### src/rtl/bd_pkg.sv
package bd_pkg;
    localparam int STAT_W = 16;
    localparam int B_OWN  = 15;   // EMPTY on receive, READY on transmit
    localparam int B_WRAP = 13;
    localparam int B_LAST = 11;
    localparam int B_TXC  = 10;
    localparam int B_ERR  = 1;
    localparam int CRC_BYTES = 4;
    localparam int MIN_PAYLOAD = 14;

    typedef enum logic { RX_RUN, RX_STALL } rx_state_e;
    typedef enum logic { SC_IDLE, SC_WALK } scrub_state_e;
    typedef enum logic { EN_IDLE, EN_SEND } eng_state_e;
endpackage

### src/rtl/bd_rx_ring.sv
module bd_rx_ring
    import bd_pkg::*;
#(
    parameter int RING  = 4,
    parameter int LEN_W = 12
) (
    input  logic              clk,
    input  logic              rst_n,
    input  logic              in_valid,
    input  logic [LEN_W-1:0]  in_len,
    input  logic              in_last,
    input  logic              in_err,
    output logic              drop,
    output logic              stall,
    output logic              avail,
    output logic [STAT_W-1:0] out_status,
    output logic [LEN_W-1:0]  out_len,
    output logic              out_deliver,
    output logic [LEN_W-1:0]  out_dlen,
    input  logic              take
);
    localparam int IW = (RING > 1) ? $clog2(RING) : 1;
    localparam logic [STAT_W-1:0] WRAP_M = STAT_W'(1) << B_WRAP;
    localparam logic [STAT_W-1:0] OWN_M  = STAT_W'(1) << B_OWN;

    function automatic logic [IW-1:0] nxt(input logic [IW-1:0] i);
        return (i == IW'(RING - 1)) ? '0 : i + 1'b1;
    endfunction

    function automatic logic [STAT_W-1:0] wrap_of(input logic [IW-1:0] i);
        return (i == IW'(RING - 1)) ? WRAP_M : '0;
    endfunction

    logic [STAT_W-1:0] st_q  [RING];
    logic [LEN_W-1:0]  len_q [RING];
    logic [IW-1:0]     fill_q, cons_q;
    rx_state_e         state_q, state_d;
    logic              wr, take_ok, drop_d, drop_q;

    assign wr      = in_valid && (state_q == RX_RUN) && st_q[fill_q][B_OWN];
    assign drop_d  = in_valid && !wr;
    assign take_ok = take && !st_q[cons_q][B_OWN];

    always_comb begin
        state_d = state_q;
        unique case (state_q)
            RX_RUN:   if (drop_d && !take_ok) state_d = RX_STALL;
            RX_STALL: if (take_ok) state_d = RX_RUN;
        endcase
    end

    always_ff @(posedge clk) begin
        if (!rst_n) state_q <= RX_RUN;
        else        state_q <= state_d;
    end

    always_ff @(posedge clk) begin
        if (!rst_n) begin
            for (int i = 0; i < RING; i++) begin
                st_q[i]  <= OWN_M | wrap_of(IW'(i));
                len_q[i] <= '0;
            end
            fill_q <= '0;
            cons_q <= '0;
            drop_q <= 1'b0;
        end else begin
            drop_q <= drop_d;
            if (wr) begin
                st_q[fill_q] <= wrap_of(fill_q)
                              | (in_last ? (STAT_W'(1) << B_LAST) : '0)
                              | (in_err  ? (STAT_W'(1) << B_ERR)  : '0);
                len_q[fill_q] <= in_len;
                fill_q <= nxt(fill_q);
            end
            if (take_ok) begin
                st_q[cons_q]  <= OWN_M | wrap_of(cons_q);
                len_q[cons_q] <= '0;
                cons_q <= nxt(cons_q);
            end
        end
    end

    assign drop        = drop_q;
    assign stall       = (state_q == RX_STALL);
    assign avail       = !st_q[cons_q][B_OWN];
    assign out_status  = st_q[cons_q];
    assign out_len     = len_q[cons_q];
    assign out_dlen    = len_q[cons_q] - LEN_W'(CRC_BYTES);
    assign out_deliver = avail && st_q[cons_q][B_LAST] && !st_q[cons_q][B_ERR]
                      && (len_q[cons_q] > LEN_W'(CRC_BYTES + MIN_PAYLOAD));
endmodule

### src/rtl/bd_tx_ring.sv
module bd_tx_ring
    import bd_pkg::*;
#(
    parameter int RING    = 4,
    parameter int LEN_W   = 12,
    parameter int PTR_W   = 32,
    parameter int MAX_LEN = 1500,
    localparam int IW = (RING > 1) ? $clog2(RING) : 1,
    localparam int CW = $clog2(RING + 1)
) (
    input  logic             clk,
    input  logic             rst_n,
    input  logic             q_valid,
    input  logic [LEN_W-1:0] q_len,
    input  logic [PTR_W-1:0] q_ptr,
    output logic             q_accept,
    output logic             q_refuse,
    input  logic             scrub,
    output logic             scrub_busy,
    output logic [CW-1:0]    clean,
    input  logic [IW-1:0]    eng_idx,
    output logic             eng_ready,
    output logic [LEN_W-1:0] eng_len,
    output logic [PTR_W-1:0] eng_ptr,
    input  logic             eng_clr
);
    localparam logic [STAT_W-1:0] WRAP_M = STAT_W'(1) << B_WRAP;
    localparam logic [STAT_W-1:0] SET_M  = (STAT_W'(1) << B_OWN)
                                         | (STAT_W'(1) << B_LAST)
                                         | (STAT_W'(1) << B_TXC);

    function automatic logic [IW-1:0] nxt(input logic [IW-1:0] i);
        return (i == IW'(RING - 1)) ? '0 : i + 1'b1;
    endfunction

    function automatic logic [STAT_W-1:0] wrap_of(input logic [IW-1:0] i);
        return (i == IW'(RING - 1)) ? WRAP_M : '0;
    endfunction

    logic [STAT_W-1:0] st_q  [RING];
    logic [LEN_W-1:0]  len_q [RING];
    logic [PTR_W-1:0]  ptr_q [RING];
    logic [IW-1:0]     prod_q, recl_q;
    logic [CW-1:0]     clean_q;
    scrub_state_e      sc_q, sc_d;
    logic              q_ok, walk_go, acc_q, ref_q;

    assign q_ok = q_valid && (q_len != '0) && (q_len <= LEN_W'(MAX_LEN)) && (clean_q != '0);
    assign walk_go = (sc_q == SC_WALK) && (clean_q < CW'(RING)) && !st_q[recl_q][B_OWN];

    always_comb begin
        sc_d = sc_q;
        unique case (sc_q)
            SC_IDLE: if (scrub) sc_d = SC_WALK;
            SC_WALK: if (!walk_go) sc_d = SC_IDLE;
        endcase
    end

    always_ff @(posedge clk) begin
        if (!rst_n) sc_q <= SC_IDLE;
        else        sc_q <= sc_d;
    end

    always_ff @(posedge clk) begin
        if (!rst_n) begin
            for (int i = 0; i < RING; i++) begin
                st_q[i]  <= wrap_of(IW'(i));
                len_q[i] <= '0;
                ptr_q[i] <= '0;
            end
            prod_q  <= '0;
            recl_q  <= '0;
            clean_q <= CW'(RING);
            acc_q   <= 1'b0;
            ref_q   <= 1'b0;
        end else begin
            acc_q   <= q_ok;
            ref_q   <= q_valid && !q_ok;
            clean_q <= clean_q + CW'(walk_go) - CW'(q_ok);
            if (q_ok) begin
                st_q[prod_q]  <= st_q[prod_q] | SET_M;
                len_q[prod_q] <= q_len;
                ptr_q[prod_q] <= q_ptr;
                prod_q <= nxt(prod_q);
            end
            if (walk_go) begin
                st_q[recl_q] <= wrap_of(recl_q);
                recl_q <= nxt(recl_q);
            end
            if (eng_clr) st_q[eng_idx][B_OWN] <= 1'b0;
        end
    end

    assign q_accept   = acc_q;
    assign q_refuse   = ref_q;
    assign scrub_busy = (sc_q == SC_WALK);
    assign clean      = clean_q;
    assign eng_ready  = st_q[eng_idx][B_OWN];
    assign eng_len    = len_q[eng_idx];
    assign eng_ptr    = ptr_q[eng_idx];
endmodule

### src/rtl/bd_tx_engine.sv
module bd_tx_engine
    import bd_pkg::*;
#(
    parameter int RING  = 4,
    parameter int LEN_W = 12,
    parameter int PTR_W = 32,
    localparam int IW = (RING > 1) ? $clog2(RING) : 1
) (
    input  logic             clk,
    input  logic             rst_n,
    output logic [IW-1:0]    idx,
    input  logic             ready,
    input  logic [LEN_W-1:0] len,
    input  logic [PTR_W-1:0] ptr,
    output logic             clr,
    output logic             active,
    output logic [PTR_W-1:0] send_ptr,
    output logic [LEN_W-1:0] send_len,
    output logic             done
);
    eng_state_e       st_q, st_d;
    logic [LEN_W-1:0] cnt_q;
    logic [IW-1:0]    idx_q;
    logic [PTR_W-1:0] ptr_q;
    logic [LEN_W-1:0] len_q;
    logic             done_q;

    assign clr = (st_q == EN_SEND) && (cnt_q == '0);

    always_comb begin
        st_d = st_q;
        unique case (st_q)
            EN_IDLE: if (ready) st_d = EN_SEND;
            EN_SEND: if (clr)   st_d = EN_IDLE;
        endcase
    end

    always_ff @(posedge clk) begin
        if (!rst_n) st_q <= EN_IDLE;
        else        st_q <= st_d;
    end

    always_ff @(posedge clk) begin
        if (!rst_n) begin
            cnt_q  <= '0;
            idx_q  <= '0;
            ptr_q  <= '0;
            len_q  <= '0;
            done_q <= 1'b0;
        end else begin
            done_q <= clr;
            if (st_q == EN_IDLE && ready) begin
                cnt_q <= len >> 2;
                ptr_q <= ptr;
                len_q <= len;
            end else if (st_q == EN_SEND && !clr) begin
                cnt_q <= cnt_q - 1'b1;
            end
            if (clr) idx_q <= (idx_q == IW'(RING - 1)) ? '0 : idx_q + 1'b1;
        end
    end

    assign idx      = idx_q;
    assign active   = (st_q == EN_SEND);
    assign send_ptr = ptr_q;
    assign send_len = len_q;
    assign done     = done_q;
endmodule

### src/rtl/bd_ring_mgr.sv
module bd_ring_mgr
    import bd_pkg::*;
#(
    parameter int RING    = 4,
    parameter int LEN_W   = 12,
    parameter int PTR_W   = 32,
    parameter int MAX_LEN = 1500
) (
    input  logic                       clk,
    input  logic                       rst_n,
    input  logic                       rx_in_valid,
    input  logic [LEN_W-1:0]           rx_in_len,
    input  logic                       rx_in_last,
    input  logic                       rx_in_err,
    output logic                       rx_drop,
    output logic                       rx_stall,
    output logic                       rx_avail,
    output logic [15:0]                rx_out_status,
    output logic [LEN_W-1:0]           rx_out_len,
    output logic                       rx_out_deliver,
    output logic [LEN_W-1:0]           rx_out_dlen,
    input  logic                       rx_take,
    input  logic                       tx_q_valid,
    input  logic [LEN_W-1:0]           tx_q_len,
    input  logic [PTR_W-1:0]           tx_q_ptr,
    output logic                       tx_q_accept,
    output logic                       tx_q_refuse,
    input  logic                       tx_scrub,
    output logic                       tx_scrub_busy,
    output logic [$clog2(RING+1)-1:0]  tx_clean,
    output logic                       tx_send_active,
    output logic [PTR_W-1:0]           tx_send_ptr,
    output logic [LEN_W-1:0]           tx_send_len,
    output logic                       tx_done
);
    localparam int IW = (RING > 1) ? $clog2(RING) : 1;

    logic [IW-1:0]    eng_idx;
    logic             eng_ready, eng_clr;
    logic [LEN_W-1:0] eng_len;
    logic [PTR_W-1:0] eng_ptr;

    bd_rx_ring #(.RING(RING), .LEN_W(LEN_W)) u_rx (
        .clk(clk), .rst_n(rst_n),
        .in_valid(rx_in_valid), .in_len(rx_in_len),
        .in_last(rx_in_last), .in_err(rx_in_err),
        .drop(rx_drop), .stall(rx_stall), .avail(rx_avail),
        .out_status(rx_out_status), .out_len(rx_out_len),
        .out_deliver(rx_out_deliver), .out_dlen(rx_out_dlen),
        .take(rx_take)
    );

    bd_tx_ring #(.RING(RING), .LEN_W(LEN_W), .PTR_W(PTR_W), .MAX_LEN(MAX_LEN)) u_txr (
        .clk(clk), .rst_n(rst_n),
        .q_valid(tx_q_valid), .q_len(tx_q_len), .q_ptr(tx_q_ptr),
        .q_accept(tx_q_accept), .q_refuse(tx_q_refuse),
        .scrub(tx_scrub), .scrub_busy(tx_scrub_busy), .clean(tx_clean),
        .eng_idx(eng_idx), .eng_ready(eng_ready), .eng_len(eng_len),
        .eng_ptr(eng_ptr), .eng_clr(eng_clr)
    );

    bd_tx_engine #(.RING(RING), .LEN_W(LEN_W), .PTR_W(PTR_W)) u_eng (
        .clk(clk), .rst_n(rst_n),
        .idx(eng_idx), .ready(eng_ready), .len(eng_len), .ptr(eng_ptr),
        .clr(eng_clr), .active(tx_send_active),
        .send_ptr(tx_send_ptr), .send_len(tx_send_len), .done(tx_done)
    );
endmodule

### config.mk
export PLATFORM = sky130hd
export DESIGN_NAME = bd_ring_mgr
export DESIGN_NICKNAME = d
export VERILOG_FILES = /design/src/rtl/bd_pkg.sv /design/src/rtl/bd_rx_ring.sv /design/src/rtl/bd_tx_ring.sv /design/src/rtl/bd_tx_engine.sv /design/src/rtl/bd_ring_mgr.sv
export SDC_FILE = /design/constraint.sdc
export NUM_CORES = 1
export LEC_CHECK = 0
export ABC_AREA = 1
export BUFFER_PORTS_ARGS = -buffer_cell sky130_fd_sc_hd__buf_2
export CAP_MARGIN = 5
export CORE_MARGIN = 3
export CORE_UTILIZATION = 37
export DETAILED_ROUTE_END_ITERATION = 6
export PLACE_DENSITY = 0.58
export RECOVER_POWER = 50
export SLEW_MARGIN = 0
export SYNTH_ARGS = -nofsm -noshare
export SYNTH_HDL_FRONTEND = slang
export SYNTH_SLANG_ARGS = --single-unit
export TNS_END_PERCENT = 20
### constraint.sdc
create_clock -name clk -period 6.85 [get_ports clk]
set_clock_uncertainty 0.1 [all_clocks]
set_input_delay 0.685 -clock clk [delete_from_list [all_inputs] [get_ports clk]]
set_output_delay 0.685 -clock clk [all_outputs]
set_load 0.02 [all_outputs]
Word level (Yosys, flattened, before mapping) --
Memories as Yosys holds them, arrays and structs flattened. A register that Yosys moved wholly into a read port is not among the register bits. Cells that the tools add are included.
Word-level totals: word-level logic and storage cells 160, register bits 44, RAM bits 352, memories 5, input bits 64, output and inout port bits 96
Memories:
- u_txr.ptr_q | depth 4, width 32, read ports 1, clocked after memory_dff 1, wr ports 4, line bd_tx_ring.sv:42 | logic [PTR_W-1:0] ptr_q [RING];
- u_rx.st_q | depth 4, width 16, read ports 2, clocked after memory_dff 2, wr ports 4, line bd_rx_ring.sv:34 | logic [STAT_W-1:0] st_q [RING];
- u_txr.st_q | depth 4, width 16, read ports 2, clocked after memory_dff 2, wr ports 4, line bd_tx_ring.sv:40 | logic [STAT_W-1:0] st_q [RING];
- u_rx.len_q | depth 4, width 12, read ports 1, clocked after memory_dff 1, wr ports 4, line bd_rx_ring.sv:35 | logic [LEN_W-1:0] len_q [RING];
- u_txr.len_q | depth 4, width 12, read ports 1, clocked after memory_dff 1, wr ports 4, line bd_tx_ring.sv:41 | logic [LEN_W-1:0] len_q [RING];
Operators by class: reduce and logical (&&, ||, !) cells 40, bitwise gates (word level) 6, order comparisons 3, equality and inequality tests 6, add/subtract/negate cells 9, multiplexer cells 75
Operator list (number):
- two-way mux 16 bit | 5
- OR reduction 16 bit | 5
- two-way mux 2 bit | 29
- two-way mux 12 bit | 4
- two-way mux 14 bit | 3
- OR reduction 12 bit | 3
- two-way mux 32 bit | 1
- OR 16 bit | 2
- OR reduction 32 bit | 1
- two-way mux 1 bit | 28
- two-way mux 10 bit | 2
- logical AND 1 bit | 17
- greater-than comparator 12 x 5 -> 1 bit (second input constant) | 1
- <= comparator 12 x 11 -> 1 bit (second input constant) | 1
- logical NOT 12 bit | 1
- nonzero test 12 bit | 1
- subtractor 12 x 1 -> 12 bit (second input constant) | 1
- subtractor 12 x 3 -> 12 bit (second input constant) | 1
- adder 2 x 1 -> 2 bit (second input constant) | 5
- == test 2 bit (second input constant) | 5
- logical NOT 1 bit | 8
- case mux 1 bit (2 select lines) | 3
- inverter 1 bit | 4
- adder 3 x 1 -> 3 bit | 1
- other kinds (7) | 7

Longest topological paths before layout --
depth after elaboration 10, mapped depth 15, depth with buffers taken out 15

Modules after synthesis --
A second synthesis with hierarchy kept.
Unflattened totals: cells, all modules 1673, area, all modules 14866.8 sq um
By module, submodules not included:
- bd_tx_ring | seq. area each 5605.4 sq um, times used 1, area each 8369.3 sq um, cells an instance 750
- bd_rx_ring | seq. area each 1521.5 sq um, times used 1, area each 4017.6 sq um, cells an instance 581
- bd_tx_engine | seq. area each 1201.2 sq um, times used 1, area each 2479.9 sq um, cells an instance 342

Worst setup path after synthesis --
OpenSTA, ideal clock, no wires.
kind register to output, start register (tool-made name), end output port rx_out_dlen[10], path buffers 2, data arrival time 2.368 ns, path slack 3.697 ns, cell stages (with the launch flop) 11, data required time 6.065 ns, cells stage by stage dfxtp_1 -> buf_4 -> buf_4 -> a21oi_1 -> a32oi_1 -> inv_1 -> ha_1 -> inv_1 -> nor3_1 -> nand3_1 -> xor2_1
RTL lines:
- to (decl) | line bd_ring_mgr.sv:21 | output logic [LEN_W-1:0] rx_out_dlen,

==> results.py <==
metrics = {
    "critical_path": {
        "cp_max_fo": 44,
        "crit_family": "buffers and inverters",
        "cpMostUsedCell": "clkbuf_1",
        "slowest_delay_ns": 1.61,
        "cpMaxStageDelayCell": "clkbuf_1",
        "end_kind": "register",
        "path_class": "primary input to register",
        "crit_buf_inv": 4,
        "required_ns": 6.73,
        "crit_arrival_ns": 4.83,
        "startpoint_type": "primary input",
        "worstPathCellList": "clkbuf_1, clkbuf_1, nand2_1, nand3_1, clkinv_1, clkbuf_2",
    },
    "synthesis": {
        "async_reset_ff_share_pct": 0,
        "yosysUniqueCellTypes": 45,
        "netlist_area_um2": 14470,
        "syn_avg_cell_area_um2": 9.126,
        "yosys_warnings": 0,
        "synth_edf_count": 180,
        "synth.ff_latch_count": 328,
        "ys_seq_area_share_pct": 57.85,
        "synthCells": 1585,
        "synthFlopType": "edfxtp_1",
    },
    "die": {
        "io_pins": 160,
        "die_w_um": 203.7,
        "start_util_pct": 37.96,
        "row_count": 71,
        "core_um2": 38110,
        "die-height_um": 203.7,
        "die-area_um2": 41500,
    },
    "placement": {
        "portBuffers": 147,
        "dp_hpwl_um": 24210,
        "gp_congestion": 0.8449,
        "placed_area_um2": 15420,
        "dpl.cell_count": 2176,
    },
    "clocking": {
        "cts_resized": 0,
        "clk_latency_ns": 0.54,
        "cts_setup_buffers": 0,
        "clk_pin_slew_ns": 0.06,
        "cts_buffers": 37,
        "clock-sinks": 328,
        "tritoncts": "done",
        "clock_path_buffers": 3,
        "cts_root_buf": "clkbuf_16",
        "cts.hold.buffers_added": 0,
        "htree_levels": 2,
    },
    "sta": {
        "min_period_ns": 4.957,
        "rsz0062_at_grt": "no",
        "drv_slew": 84,
        "tightestPinTransition_ns": 2.137,
        "final.period_utilization_pct": 72.36,
        "setup_viol": 0,
        "setup_tns_ns": 0,
        "relSlewSlack_pct": -42.49,
        "hold_viol_final": 0,
        "fmax_ghz": 0.2017,
    },
    "layout": {
        "final_cell_mix": "nor2_1, nand2_1, edfxtp_1",
        "finalNonFillerCells": 2244,
        "num_antenna_cells": 0,
        "final_util_pct": 43.26,
        "final_nets": 1788,
        "fin_area_um2": 16490,
        "drive_gt1_share_pct": 12.23,
        "final_common_cell": "nor2_1",
        "syn_to_final_growth_pct": 13.97,
    },
    "global_route": {
        "grt_pass1_wl_um": 59150,
        "antenna_found_initial": 0,
        "grt_use_total_pct": 17.84,
        "grt_pass1_vias": 10770,
        "grt_start_max_net_pins": 68,
        "grt_overflow": 0,
    },
    "detailed_routing": {
        "vias": 11230,
        "wirelength_um": 38010,
        "first_pass_iters": 7,
        "drc": 0,
        "ant_nets": 0,
        "drt_iter0_drc": 869,
        "routedWlPerCell_um": 16.94,
        "via_per_inst": 5.006,
    },
    "power": {
        "irDropWorstVdd_v": 0.0001751,
        "leakage_nw": 6.787,
        "power.density_nw_per_um2": 353.6,
        "total_power_mw": 5.829,
    },
    "status": {
        "violations": "max-capacitance violations, max-slew violations",
        "outcome": "complete, but fails checks",
    },
    "hold_path": {
        "hold_path.class": "primary input to register",
    },
    "flow_run": {
        "maxCapViolCount": 2,
    },
}
-- per-layer routing --
layer	vias to the layer above	GRT usage (%)	wire, um	share of wire [%]
met4	0	5.875	965	2.5
met3	58	2.618	2250	5.9
met1	5341	24.63	17040	45
met5	-	0	0	0
li1	5483	-	-	-
met2	352	28.98	17760	47
-- registers in the layout (all words and copies together) (netlist names), 2 cells and up, named ones only --
name / count
u_eng.cnt_q: 12
u_txr.prod_q: 2
u_eng.idx: 2
u_rx.fill_q: 2
u_txr.ptr_q: 128
u_txr.recl_q: 2
u_rx.len_q: 48
u_eng.send_len: 12
u_txr.st_q: 4
u_rx.st_q: 16
u_txr.len_q: 48
u_rx.cons_q: 2
u_txr.clean: 3
u_eng.send_ptr: 32
-- through the flow --
stage	setup WS (ns)	hold slack, ns
2_1_floorplan	3.697	0.3315
3_3_place_gp	3.057	0.3446
3_5_place_dp	2.984	0.3448
4_1_cts	2.800	0.2668
5_1_grt	1.634	0.2990
6_report	1.893	0.2796
-- cell usage after synthesis (2+ instances only) --
cell type | count | area share (%)
nand2_1 | 221 | 5.7
o21a_1 | 2 | 0.10
nand2_2 | 5 | 0.22
nor2_1 | 342 | 8.9
xor2_1 | 13 | 0.79
nor2_4 | 5 | 0.39
nand3_2 | 2 | 0.14
buf_4 | 20 | 1.0
ha_1 | 19 | 1.6
nor2_2 | 14 | 0.61
inv_1 | 115 | 3.0
nand3_4 | 4 | 0.48
buf_6 | 14 | 1.1
clkbuf_2 | 3 | 0.10
a211oi_1 | 2 | 0.10
nor3_1 | 8 | 0.28
nand3_1 | 84 | 2.9
o21ai_2 | 5 | 0.30
a32o_1 | 5 | 0.35
o211ai_1 | 5 | 0.26
clkbuf_1 | 25 | 0.65
nor2_8 | 3 | 0.42
o21ai_1 | 15 | 0.52
o21ai_0 | 158 | 5.5
dfxtp_1 | 148 | 20
a21oi_1 | 53 | 1.8
o22ai_1 | 17 | 0.74
nand2_4 | 3 | 0.23
buf_2 | 22 | 0.76
a31oi_1 | 29 | 1.3
buf_1 | 8 | 0.21
nand4_1 | 8 | 0.35
edfxtp_1 | 180 | 37
inv_2 | 17 | 0.44
-- cell families (layout without fill, tap and decap cells) --
logic type	Yosys count	count (layout)	synth area share [%]
fa+ha+maj	20	20	1.782
other cells	1	16	0.02592
compound gates	294	294	11.21
buf+inv	225	358	7.318
xor+xnor	14	14	0.8477
simple gates	703	703	20.97
flops	328	328	57.85
-- tightest hold or removal path, stage by stage --
cell,delay [ns]
buf_2,0.07
inv_1,0.04
nor2_1,0.08
-- final timing paths --
kind,startpoint,endpoint,slack [ns],cells past startpoint
worst max-delay path,rst_n,u_txr.ptr_q[3][18],1.89,6
worst min register to register,u_txr.st_q[1][15],u_txr.st_q[1][15],0.35,2
worst max register to register,u_txr.clean[1],u_txr.ptr_q[0][10],2.90,8
worst min-delay path,tx_q_valid,u_txr.q_refuse,0.28,3
-- where the power goes --
group          internal, mW  switching (mW)  total, mW  leakage (nW)
combinational         0.410            1.01       1.42          3.12
sequential             2.31           0.132       2.44          3.06
clock                  1.16           0.812       1.97         0.607
total                  3.88            1.95       5.83          6.79
-- final cells by class --
type,instances,area (um2)
flip-flops and latches,328,8369
multi-input cells,1047,5022
well taps,511,639.4
fillers,3749,21620
repair buffers,157,732.0
clock buffers,54,1095
clock inverters,14,127.6
inverters,133,500.5
(Power assumes the default switching activity.)
